**src/rtl/shk_pkg.sv**
```systemverilog
package shk_pkg;

  typedef enum logic {
    CH_A = 1'b0,
    CH_B = 1'b1
  } shk_chan_e;

  // port C bit number of the strobe line; the enable is addressed through it
  function automatic logic [2:0] stb_bit(shk_chan_e ch);
    return (ch == CH_B) ? 3'd2 : 3'd4;
  endfunction

endpackage

```
**src/rtl/shk_rst_sync.sv**
```systemverilog
module shk_rst_sync #(
  parameter int STAGES = 2
) (
  input  logic clk,
  input  logic rst_n,
  output logic rst_q
);
  logic [STAGES-1:0] chain_r;

  always_ff @(posedge clk or negedge rst_n) begin
    if (!rst_n) chain_r <= '0;
    else        chain_r <= {chain_r[STAGES-2:0], 1'b1};
  end

  assign rst_q = chain_r[STAGES-1];
endmodule

```
**src/rtl/shk_sync.sv**
```systemverilog
module shk_sync #(
  parameter int   STAGES  = 2,
  parameter logic RST_VAL = 1'b1
) (
  input  logic clk,
  input  logic rst_n,
  input  logic d,
  output logic q
);
  logic [STAGES-1:0] sh_r;
  logic [STAGES-1:0] sh_n;

  always_comb sh_n = {sh_r[STAGES-2:0], d};

  always_ff @(posedge clk or negedge rst_n) begin
    if (!rst_n) sh_r <= {STAGES{RST_VAL}};
    else        sh_r <= sh_n;
  end

  assign q = sh_r[STAGES-1];
endmodule

```
**src/rtl/shk_inte.sv**
```systemverilog
module shk_inte #(
  parameter logic [2:0] STB_BIT = 3'd4
) (
  input  logic       clk,
  input  logic       rst_n,
  input  logic       bsr_we,
  input  logic [2:0] bsr_bit,
  input  logic       bsr_val,
  input  logic       mode_we,
  output logic       inte,
  output logic       inte_clr
);
  logic inte_q, inte_n, hit, load;

  always_comb begin
    hit      = bsr_we && (bsr_bit == STB_BIT);
    load     = hit || mode_we;
    inte_n   = mode_we ? 1'b0 : bsr_val;
    inte_clr = mode_we || (hit && !bsr_val);
  end

  always_ff @(posedge clk or negedge rst_n) begin
    if (!rst_n)    inte_q <= 1'b0;
    else if (load) inte_q <= inte_n;
  end

  assign inte = inte_q;

  p_other_bits_ignored_r6: assert property (@(posedge clk) disable iff (!rst_n)
    (bsr_we && bsr_bit != STB_BIT && !mode_we) |=> $stable(inte_q));

  p_own_bit_written_r6: assert property (@(posedge clk) disable iff (!rst_n)
    (bsr_we && bsr_bit == STB_BIT && !mode_we) |=> (inte_q == $past(bsr_val)));
endmodule

```
**src/rtl/shk_core.sv**
```systemverilog
module shk_core #(
  parameter int DW = 8
) (
  input  logic          clk,
  input  logic          rst_n,
  input  logic          stb_s,
  input  logic          rd_s,
  input  logic [DW-1:0] port_in,
  input  logic          inte,
  input  logic          inte_clr,
  input  logic          mode_we,
  output logic [DW-1:0] data,
  output logic          ibf,
  output logic          intr
);
  logic          stb_d, rd_d;
  logic [DW-1:0] data_q, data_n;
  logic          ibf_q, ibf_n, intr_q, intr_n;
  logic          stb_rise, rd_rise, rd_fall;

  always_comb begin
    stb_rise = stb_s && !stb_d;
    rd_rise  = rd_s && !rd_d;
    rd_fall  = !rd_s && rd_d;

    data_n = stb_s ? data_q : port_in;

    if (mode_we)     ibf_n = 1'b0;
    else if (!stb_s) ibf_n = 1'b1;
    else if (rd_rise) ibf_n = 1'b0;
    else             ibf_n = ibf_q;

    if (mode_we || inte_clr)            intr_n = 1'b0;
    else if (stb_rise && ibf_q && inte) intr_n = 1'b1;
    else if (rd_fall)                   intr_n = 1'b0;
    else                                intr_n = intr_q;
  end

  always_ff @(posedge clk or negedge rst_n) begin
    if (!rst_n) begin
      stb_d  <= 1'b1;
      rd_d   <= 1'b1;
      ibf_q  <= 1'b0;
      intr_q <= 1'b0;
    end else begin
      stb_d  <= stb_s;
      rd_d   <= rd_s;
      ibf_q  <= ibf_n;
      intr_q <= intr_n;
    end
  end

  // data latch: no reset, loaded only while the strobe is low
  always_ff @(posedge clk) begin
    if (!stb_s) data_q <= data_n;
  end

  assign data = data_q;
  assign ibf  = ibf_q;
  assign intr = intr_q;

  p_strobe_sets_full_r2: assert property (@(posedge clk) disable iff (!rst_n)
    (!stb_s && !mode_we) |=> ibf_q);

  p_latch_holds_r2: assert property (@(posedge clk) disable iff (!rst_n)
    stb_s |=> $stable(data_q));

  p_intr_from_strobe_r4: assert property (@(posedge clk) disable iff (!rst_n)
    $rose(intr_q) |-> $past(stb_rise && inte));

  p_read_fall_drops_r5: assert property (@(posedge clk) disable iff (!rst_n)
    (rd_fall && !stb_rise) |=> !intr_q);
endmodule

```
**src/rtl/shk_strobed_in.sv**
```systemverilog
module shk_strobed_in #(
  parameter shk_pkg::shk_chan_e CHAN = shk_pkg::CH_A,
  parameter int DW          = 8,
  parameter int SYNC_STAGES = 2
) (
  input  logic          clk,
  input  logic          rst_n,
  input  logic          stb_n,
  input  logic          rd_n,
  input  logic [DW-1:0] port_in,
  input  logic          bsr_we,
  input  logic [2:0]    bsr_bit,
  input  logic          bsr_val,
  input  logic          mode_we,
  output logic [DW-1:0] data_o,
  output logic          ibf_o,
  output logic          intr_o,
  output logic          inte_o
);
  localparam logic [2:0] STB_BIT = shk_pkg::stb_bit(CHAN);
  localparam int NSYNC = 2;

  logic             rst_q;
  logic [NSYNC-1:0] async_in, sync_out;
  logic             inte, inte_clr;

  assign async_in = {rd_n, stb_n};

  shk_rst_sync #(.STAGES(SYNC_STAGES)) u_rst (
    .clk(clk), .rst_n(rst_n), .rst_q(rst_q)
  );

  for (genvar g = 0; g < NSYNC; g++) begin : g_sync
    shk_sync #(.STAGES(SYNC_STAGES), .RST_VAL(1'b1)) u_sync (
      .clk(clk), .rst_n(rst_q), .d(async_in[g]), .q(sync_out[g])
    );
  end

  shk_inte #(.STB_BIT(STB_BIT)) u_inte (
    .clk(clk), .rst_n(rst_q), .bsr_we(bsr_we), .bsr_bit(bsr_bit),
    .bsr_val(bsr_val), .mode_we(mode_we), .inte(inte), .inte_clr(inte_clr)
  );

  shk_core #(.DW(DW)) u_core (
    .clk(clk), .rst_n(rst_q), .stb_s(sync_out[0]), .rd_s(sync_out[1]),
    .port_in(port_in), .inte(inte), .inte_clr(inte_clr), .mode_we(mode_we),
    .data(data_o), .ibf(ibf_o), .intr(intr_o)
  );

  assign inte_o = inte;

  p_mode_clears_r7: assert property (@(posedge clk) disable iff (!rst_q)
    $past(mode_we) |-> (!inte_o && !ibf_o && !intr_o));

  p_intr_masked_r6: assert property (@(posedge clk) disable iff (!rst_q)
    intr_o |-> inte_o);

  p_reset_state_r1: assert property (@(posedge clk)
    !rst_q |-> (!ibf_o && !intr_o && !inte_o));
endmodule

```
**config.mk**
```make
export PLATFORM = sky130hd
export DESIGN_NAME = shk_strobed_in
export DESIGN_NICKNAME = d
export VERILOG_FILES = /design/src/rtl/shk_pkg.sv /design/src/rtl/shk_rst_sync.sv /design/src/rtl/shk_sync.sv /design/src/rtl/shk_inte.sv /design/src/rtl/shk_core.sv /design/src/rtl/shk_strobed_in.sv
export SDC_FILE = /design/constraint.sdc
export NUM_CORES = 1
export LEC_CHECK = 0
export ABC_AREA = 1
export BUFFER_PORTS_ARGS = -buffer_cell sky130_fd_sc_hd__clkbuf_2
export CAP_MARGIN = 20
export CORE_UTILIZATION = 45
export CTS_CLUSTER_DIAMETER = 200
export DETAILED_ROUTE_END_ITERATION = 10
export HOLD_SLACK_MARGIN = 0.02
export PLACE_DENSITY = 0.85
export SETUP_SLACK_MARGIN = 0.1
export SLEW_MARGIN = 10
export SYNTH_ARGS = -nofsm -noshare
export SYNTH_HDL_FRONTEND = slang
export SYNTH_SLANG_ARGS = --single-unit
```
**constraint.sdc**
```tcl
create_clock -name clk -period 1.15 [get_ports clk]
set_input_delay 0.1725 -clock clk [delete_from_list [all_inputs] [get_ports clk]]
set_output_delay 0.1725 -clock clk [all_outputs]
set_load 0.01 [all_outputs]
```
After elaboration in Yosys (flattened, before gate mapping):

Index checks and enable logic that the tools add are counted.

* flip-flop bits (word level): 19
* latch bits: 0
* memory bits (writable): 0
* bits in read-only memories: 0
* input bits: 18
* output and inout port bits: 11
* logic and storage cells: 33
* memories kept: 0

* $add $sub $neg: 0
* $mul: 0
* divide/modulo/power cells: 0
* magnitude comparators: 0
* equal/unequal tests: 2
* shift-type cells: 0
* multiplexer cells: 7
* bitwise gates (word level): 0
* reduce and logical (&&, ||, !) cells: 15

Operators by type and width (number)
* $logic_and 1x1->1: 7
* $mux 1: 7
* $logic_not 1->1: 4
* $eq 3x3->1 const B: 1
* $logic_or 1x1->1: 3
* $ne 3x2->1 const B: 1
* $reduce_bool 3->1: 1

Logic depth before layout (Yosys ltp):

Gate-level depths: netlist (run 1).

* depth after elaboration: 6
* mapped depth: 5
* mapped depth without buffers: 5

Cells and area by module:

Synthesis (run 1) repeated with hierarchy kept, for this count alone.

* cell total of the unflattened synthesis: 43
* area, all modules: 638.1 um^2

Modules (own cells, without submodules)
* shk_core: times used 1, cells an instance 26, area an instance 406.6 um^2, seq. area each 342.8 um^2
* shk_sync: times used 2, cells an instance 2, area an instance 52.6 um^2, seq. area each 52.6 um^2
* shk_inte: times used 1, cells an instance 10, area an instance 72.6 um^2, seq. area each 25.0 um^2
* shk_rst_sync: times used 1, cells an instance 3, area an instance 53.8 um^2, seq. area each 50.0 um^2

Worst setup path before layout (run 1):

Ideal clock, no wire load.

* path type: reg2reg
* start point: reg g_sync[0].u_sync.sh_r[1]
* end point: reg u_core.data_q[0], in the netlist u_core.data[0], enable pin
* setup time: 0.273 ns
* data arrival time: 0.637 ns
* required time: 0.877 ns
* setup slack: 0.241 ns
* cell stages (with the launch flop): 2
* path buffers: 0
* period minus slack after synthesis: 0.909 ns
* cells stage by stage: dfstp_2 inv_1

RTL lines
* from (decl): RTL line shk_sync.sv:10 `logic [STAGES-1:0] sh_r;`
* from (signal assigned): RTL line shk_sync.sv:16 `if (!rst_n) sh_r <= {STAGES{RST_VAL}};`
* from (signal assigned): RTL line shk_sync.sv:17 `else sh_r <= sh_n;`
* to (signal assigned): RTL line shk_core.sv:55 `if (!stb_s) data_q <= data_n;`
* to (decl): RTL line shk_core.sv:17 `logic [DW-1:0] data_q, data_n;`

No word-level cell between the ends.

Worst setup path in the final report (run 1):

* start point: reg u_core.ibf_q, in the netlist u_core.ibf
* end point: out ibf_o

RTL lines
* from (decl): RTL line shk_core.sv:18 `logic ibf_q, ibf_n, intr_q, intr_n;`
* from (signal assigned): RTL line shk_core.sv:48 `ibf_q <= ibf_n;`
* to (decl): RTL line shk_strobed_in.sv:16 `output logic ibf_o,`

No word-level cell between the ends.

==> results of run 1 <==
## kinds of logic (layout without fill, tap and decap cells)
| family | after synthesis | count (layout) |
|---|---|---|
| flip-flops | 19 | 19 |
| AND/OR/NAND/NOR | 10 | 10 |
| buffers and inverters | 7 | 42 |
| AO/OA/AOI/OAI | 4 | 4 |
| other | 1 | 1 |
## layout by cell type (no fill, tap or decap), drive strengths merged
cell / instances
clkbuf: 32
edfxtp: 8
inv: 7
dfstp: 6
dfrtp: 5
nor2: 5
nand2: 4
dlygate4sd3: 3
a21oi: 3
o21ai: 1
nand3: 1
conb: 1
## area by class of cell
type	count	area, µm²
flip-flops and latches	19	523.0
fillers	89	354.1
repair buffers	31	170.2
multi-input cells	15	68.82
clock buffers	4	26.28
inverters	7	26.28
well taps	14	17.52
## per-stage QoR
stage	power (µW)	hold WS (ns)
after floorplan	807.6	-0.1231
after global placement	856.0	-0.04015
after detailed placement	863.3	-0.03829
after CTS	1178	0.05831
after global routing	1227	0.03915
final	1170	0.06171
## flip-flops by register name, summed over array words and instances, names as in the netlist
signal,count
u_core.data,8
g_sync.u_sync.sh_r,4
u_rst.chain_r,2
u_core.ibf,1
u_core.intr,1
u_core.rd_d,1
u_core.stb_d,1
u_inte.inte,1
## worst max-delay path by stage
stage / end / cells after the start / slack, ns
2_1_floorplan: u_core.data[0]$_DFFE_PN_ / 1 / 0.24
3_3_place_gp: u_core.data[0]$_DFFE_PN_ / 1 / 0.21
3_5_place_dp: u_core.data[0]$_DFFE_PN_ / 1 / 0.18
4_1_cts: ibf_o / 1 / 0.14
5_1_grt: ibf_o / 1 / 0.1
6_report: ibf_o / 1 / 0.15
## per-layer routing
layer	up-vias	GRT usage
met4	0	0.05172
met5	-	0
met1	202	0.1373
li1	197	-
met3	0	0.05202
met2	11	0.3750
## power groups by stage
stage / clock network, µW / registers, µW / logic, µW
finish: 314 / 771 / 85.0
global route: 357 / 776 / 93.6
CTS: 321 / 772 / 85.8
detailed placement: 0 / 785 / 77.8
global placement: 0 / 782 / 74.1
floorplan: 0 / 791 / 17.1
## timing repair
item,in CTS,in global routing
endpoints found under the setup margin,0,1
hold endpoints to repair,4,0
gates resized for setup,0,0
hold buffers,3,0
==> run metrics, run 1 <==
Via Count just over 400; post-layout util 0.7015; hold path startpoint mode_we; sequential power share 0.659; Crit path max-delay family flip-flops; GP Congestion 0.6538; Remaining DRCs 0; CTS Root Cell clkbuf_4; Hold Path Cell Cnt 2; area of the core about 1200 µm²; total negative slack 0 ns; Worst Hold End u_core.ibf$_DFFE_PN0P_; Die W approximately 39 µm; largest family of logic cells by synthesized area simple AND/OR/NAND/NOR gates; Crit Path Class reg -> out; cell taking the most area after synthesis edfxtp_1; reg2reg setup slack approximately 0.17 ns; buffer depth of the longest clock path 2; Cell variety after synth 12; number of synthesized flops with an enable pin 8; M1 WL ~380 µm; DIE AREA between 1500 and 2000 µm²; Hold Path Class in -> reg; status complete, no violations; most frequent cells after synthesis edfxtp_1 (8), inv_1 (7), dfstp_2 (6); routed length per instance ~12 µm; power share of the combinational group 0.073; DRT Wirelength between 1000 and 1500 µm; sw power approximately 240 µW; via-per-instance ratio about 4.6; post-synth design cell area between 600 and 700 µm²; worst setup margin ~0.15 ns; synthesized net count slightly below 60; num ports 29; slowest stage delay, CP about 0.42 ns; Warnings, synthesis 0; Area contributors post-synth edfxtp_1 (39%), dfstp_2 (26%), dfrtp_1 (20%), inv_1 (4.3%), nand2_1 (2.4%); Crit Path Max Fanout 3; Switching Share 0.2046; Synth Area in Adders 0; CTS tree built; initial antenna violation count 0; dpl cells 83; Antenna Nets Post-Route 0; Finished Cell Area 832.0 µm²; Final Hold Viols 0; reg-to-reg endpoint u_core.data[0]$_DFFE_PN_; final setup fails 0; crit start category flip-flop; clock power share 0.268; initial DRC count 6; Worst Path Required 0.98 ns; worst setup path startpoint u_core.ibf$_DFFE_PN0P_; slowest CP cell dfrtp_1; clk_skew roughly 0.0037 ns; CP arrival ~0.83 ns; final std cells w/o fill 90; Pre-Repair DR Iteration Count 4; clk sinks 19; Setup crit end kind output port; RSZ-0062 raised after global routing yes; leak pwr 0.0004073 µW; pre-CTS worst setup slack ~0.18 ns; async set-reset flop share out of synthesis 0.5789; crit path cell chain clkbuf_2; Avg Cell Area, Syn 15.08 µm²; Main synth FF type edfxtp_1; minimum clock period between 1 and 1.5 ns; Worst R2R Path Depth 1; antenna cells 0; postcts setup bufs 0; mux share of post-synthesis cell area 0; Synth Instances slightly above 40; register area share after synthesis 0.8462; Overall Global Routing Usage 0.1741; number of buffers and inverters on the critical path 1; Synth Area in XOR/XNOR 0; max-slew violation count 0; design internal power between 900 and 1000 µW; Starting Density 0.5211; WL met3 36 µm; H-tree depth 1; PwrDens 1406 nW/µm²; Placed Area about 780 µm²; #FFs+latches synth 19; max-cap violation count 0; largest net degree at the start of global routing 11; port buffer count 28; Remaining Overflow, GRT 0; post-synth top area share 0.3887; Max rail drop VDD ~0.00093 V; fin crit share 0.8730; Top Metal Used met3; Cell Rows 12; placed wire-length estimate around 870 µm; P&R area growth vs syn 34.62%; DIE HEIGHT approximately 39 µm; Reg clk slew, reported paths around 0.10 ns; final net count between 90 and 100; first-pass GRT wire length roughly 1600 µm; Num CTS Buffers 3; met2 WL 654 µm; number of global-route vias before repair roughly 420; most frequent cell after synthesis edfxtp_1; Compound-Gate Fraction of Synth Area 0.03846; layout cells sized above 1 0.5132; fmax 996.0 MHz; Clk Latency, worst-skew pair ~0.28 ns; Reg2Reg Launch Point g_sync[0].u_sync.sh_r[1]$_DFF_PN1_; Synth Area in Simple Gates 0.06680
No activity file was read; power rests on OpenSTA's default activity.
==> inputs of run 2 (changes only) <==
Settings changed: CTS_BUF_LIST from default to sky130_fd_sc_hd__clkbuf_8, SLEW_MARGIN 10 to default.
==> run metrics, run 2 (synthesis gave the netlist of run 1 again) <==
status complete, no violations; max-cap violation count 0; minimum clock period ~0.97 ns; CTS Root Cell clkbuf_8; buffer depth of the longest clock path 2; Placed Area just under 800 µm²; max reg flops 8; Setup crit end kind flip-flop; Crit path max-delay family flip-flops; DIE AREA 1526 µm²; crit path cell chain inv_1; initial antenna violation count 0; slowest stage delay, CP ~0.55 ns; Pre-Repair DR Iteration Count 4; CP arrival ~0.95 ns; number of global-route vias before repair between 400 and 500; DIE HEIGHT ~39 µm; Fillers 84; most common cell after layout, fill and taps aside clkbuf_2; H-tree depth 1; CP endpoint u_core.data[6]$_DFFE_PN_; Crit Path Max Fanout 8; max-slew violation count 0; largest net degree at the start of global routing 11; Cell Rows 12; CTS tree built; area of the multi-input gates slightly below 70 µm²; Overall Global Routing Usage 0.1878; first-pass GRT wire length around 1700 µm; Final Hold Viols 0; reg2reg setup slack 0.18 ns; placed wire-length estimate 872.4 µm; Via Count 417; Max rail drop VDD 0.001102 V; post-CTS resize count 0; final std cells w/o fill 90; Worst R2R Path Depth 1; DRT Wirelength around 1100 µm; layout cells sized above 1 0.5132; antenna cells 0; Antenna Nets Post-Route 0; Num CTS Buffers 3; clk sinks 19; P&R area growth vs syn 37.65%; routed length per instance 12.69 µm; via-per-instance ratio 4.633; leak pwr between 0.0004 and 0.0005 µW; Remaining DRCs 0; crit start category flip-flop; register area approximately 520 µm²; Hold Path Class in -> reg; Hold Slack 0.09621 ns; fmax 1030 MHz; Clk Latency, worst-skew pair around 0.25 ns; Crit Path Class reg -> reg; Remaining Overflow, GRT 0; Worst Path Required 1.13 ns; Finished Cell Area about 850 µm²; reg-to-reg endpoint u_core.data[6]$_DFFE_PN_; Reg2Reg Launch Point g_sync[0].u_sync.sh_r[1]$_DFF_PN1_; final net count between 90 and 100; initial DRC count 2; worst setup path startpoint g_sync[0].u_sync.sh_r[1]$_DFF_PN1_; slowest CP cell dfstp_2; Die W just under 40 µm; GP Congestion around 0.65; area of the core between 1000 and 1500 µm²; Starting Density 0.5211; commonest cells after routing, fill and taps aside clkbuf_2 (28), inv_1 (8), edfxtp_1 (8); post-layout util 0.7173; num ports 29; fin crit share 0.8440; number of buffers and inverters on the critical path 1; critical path depth in cells 1; dpl cells 83; Reg clk slew, reported paths 0.06 ns; RSZ-0062 raised after global routing no; clk_skew between 0.0015 and 0.002 ns; port buffer count 28; PwrDens ~1500 nW/µm²; final setup fails 0; total negative slack 0 ns
==> run 2: changes by cell type in the layout (fill, tap and decap cells not counted), sizes merged <==
| cell | previous run | this run |
|---|---|---|
| inv | 7 | 8 |
| clkbuf | 32 | 31 |
==> run 2: area by class of cell <==
type,instances,area share
flip-flops and latches,19,0.6147
clock inverters,1,0.004412
inverters,7,0.03088
repair buffers,31,0.2000
well taps,14,0.02059
multi-input cells,15,0.08088
clock buffers,3,0.04853
==> run 2: metrics by stage <==
step	setup slack [ns]	power, µW
after global routing	0.1223	1353
final	0.1794	1294
after global placement	0.2100	856.0
after CTS	0.1735	1302
after floorplan	0.2405	807.6
after detailed placement	0.1826	863.3
==> run 2: report_power, final <==
group          internal (µW)  switching [µW]  leakage (µW)
Combinational           44.2            41.3      0.000187
Sequential               753            19.0      0.000205
Clock                    237             200     0.0000269
==> run 2: worst min-delay path by stage <==
stage | start | endpoint | slack (ns) | cells past startpoint
after floorplan | rst_n | u_rst.chain_r[0]$_DFF_PN0_ | -0.12 | 0
after global placement | rst_n | u_rst.chain_r[0]$_DFF_PN0_ | -0.04 | 1
after detailed placement | rst_n | u_rst.chain_r[1]$_DFF_PN0_ | -0.04 | 1
after CTS | port_in[2] | u_core.data[2]$_DFFE_PN_ | 0.09 | 1
after global routing | port_in[2] | u_core.data[2]$_DFFE_PN_ | 0.08 | 1
final | port_in[2] | u_core.data[2]$_DFFE_PN_ | 0.1 | 1
==> run 2: layer usage <==
layer,routed length [µm],vias up,track usage
met1,402,200,0.1569
met4,7,0,0.07759
li1,-,198,-
met2,671,17,0.3750
met5,0,-,0
met3,61,2,0.06936
==> run 2: what timing repair did <==
action                    4_1_cts  5_1_grt
setup buffers                   0        0
hold endpoints to repair        4        0
hold buffers                    3        0
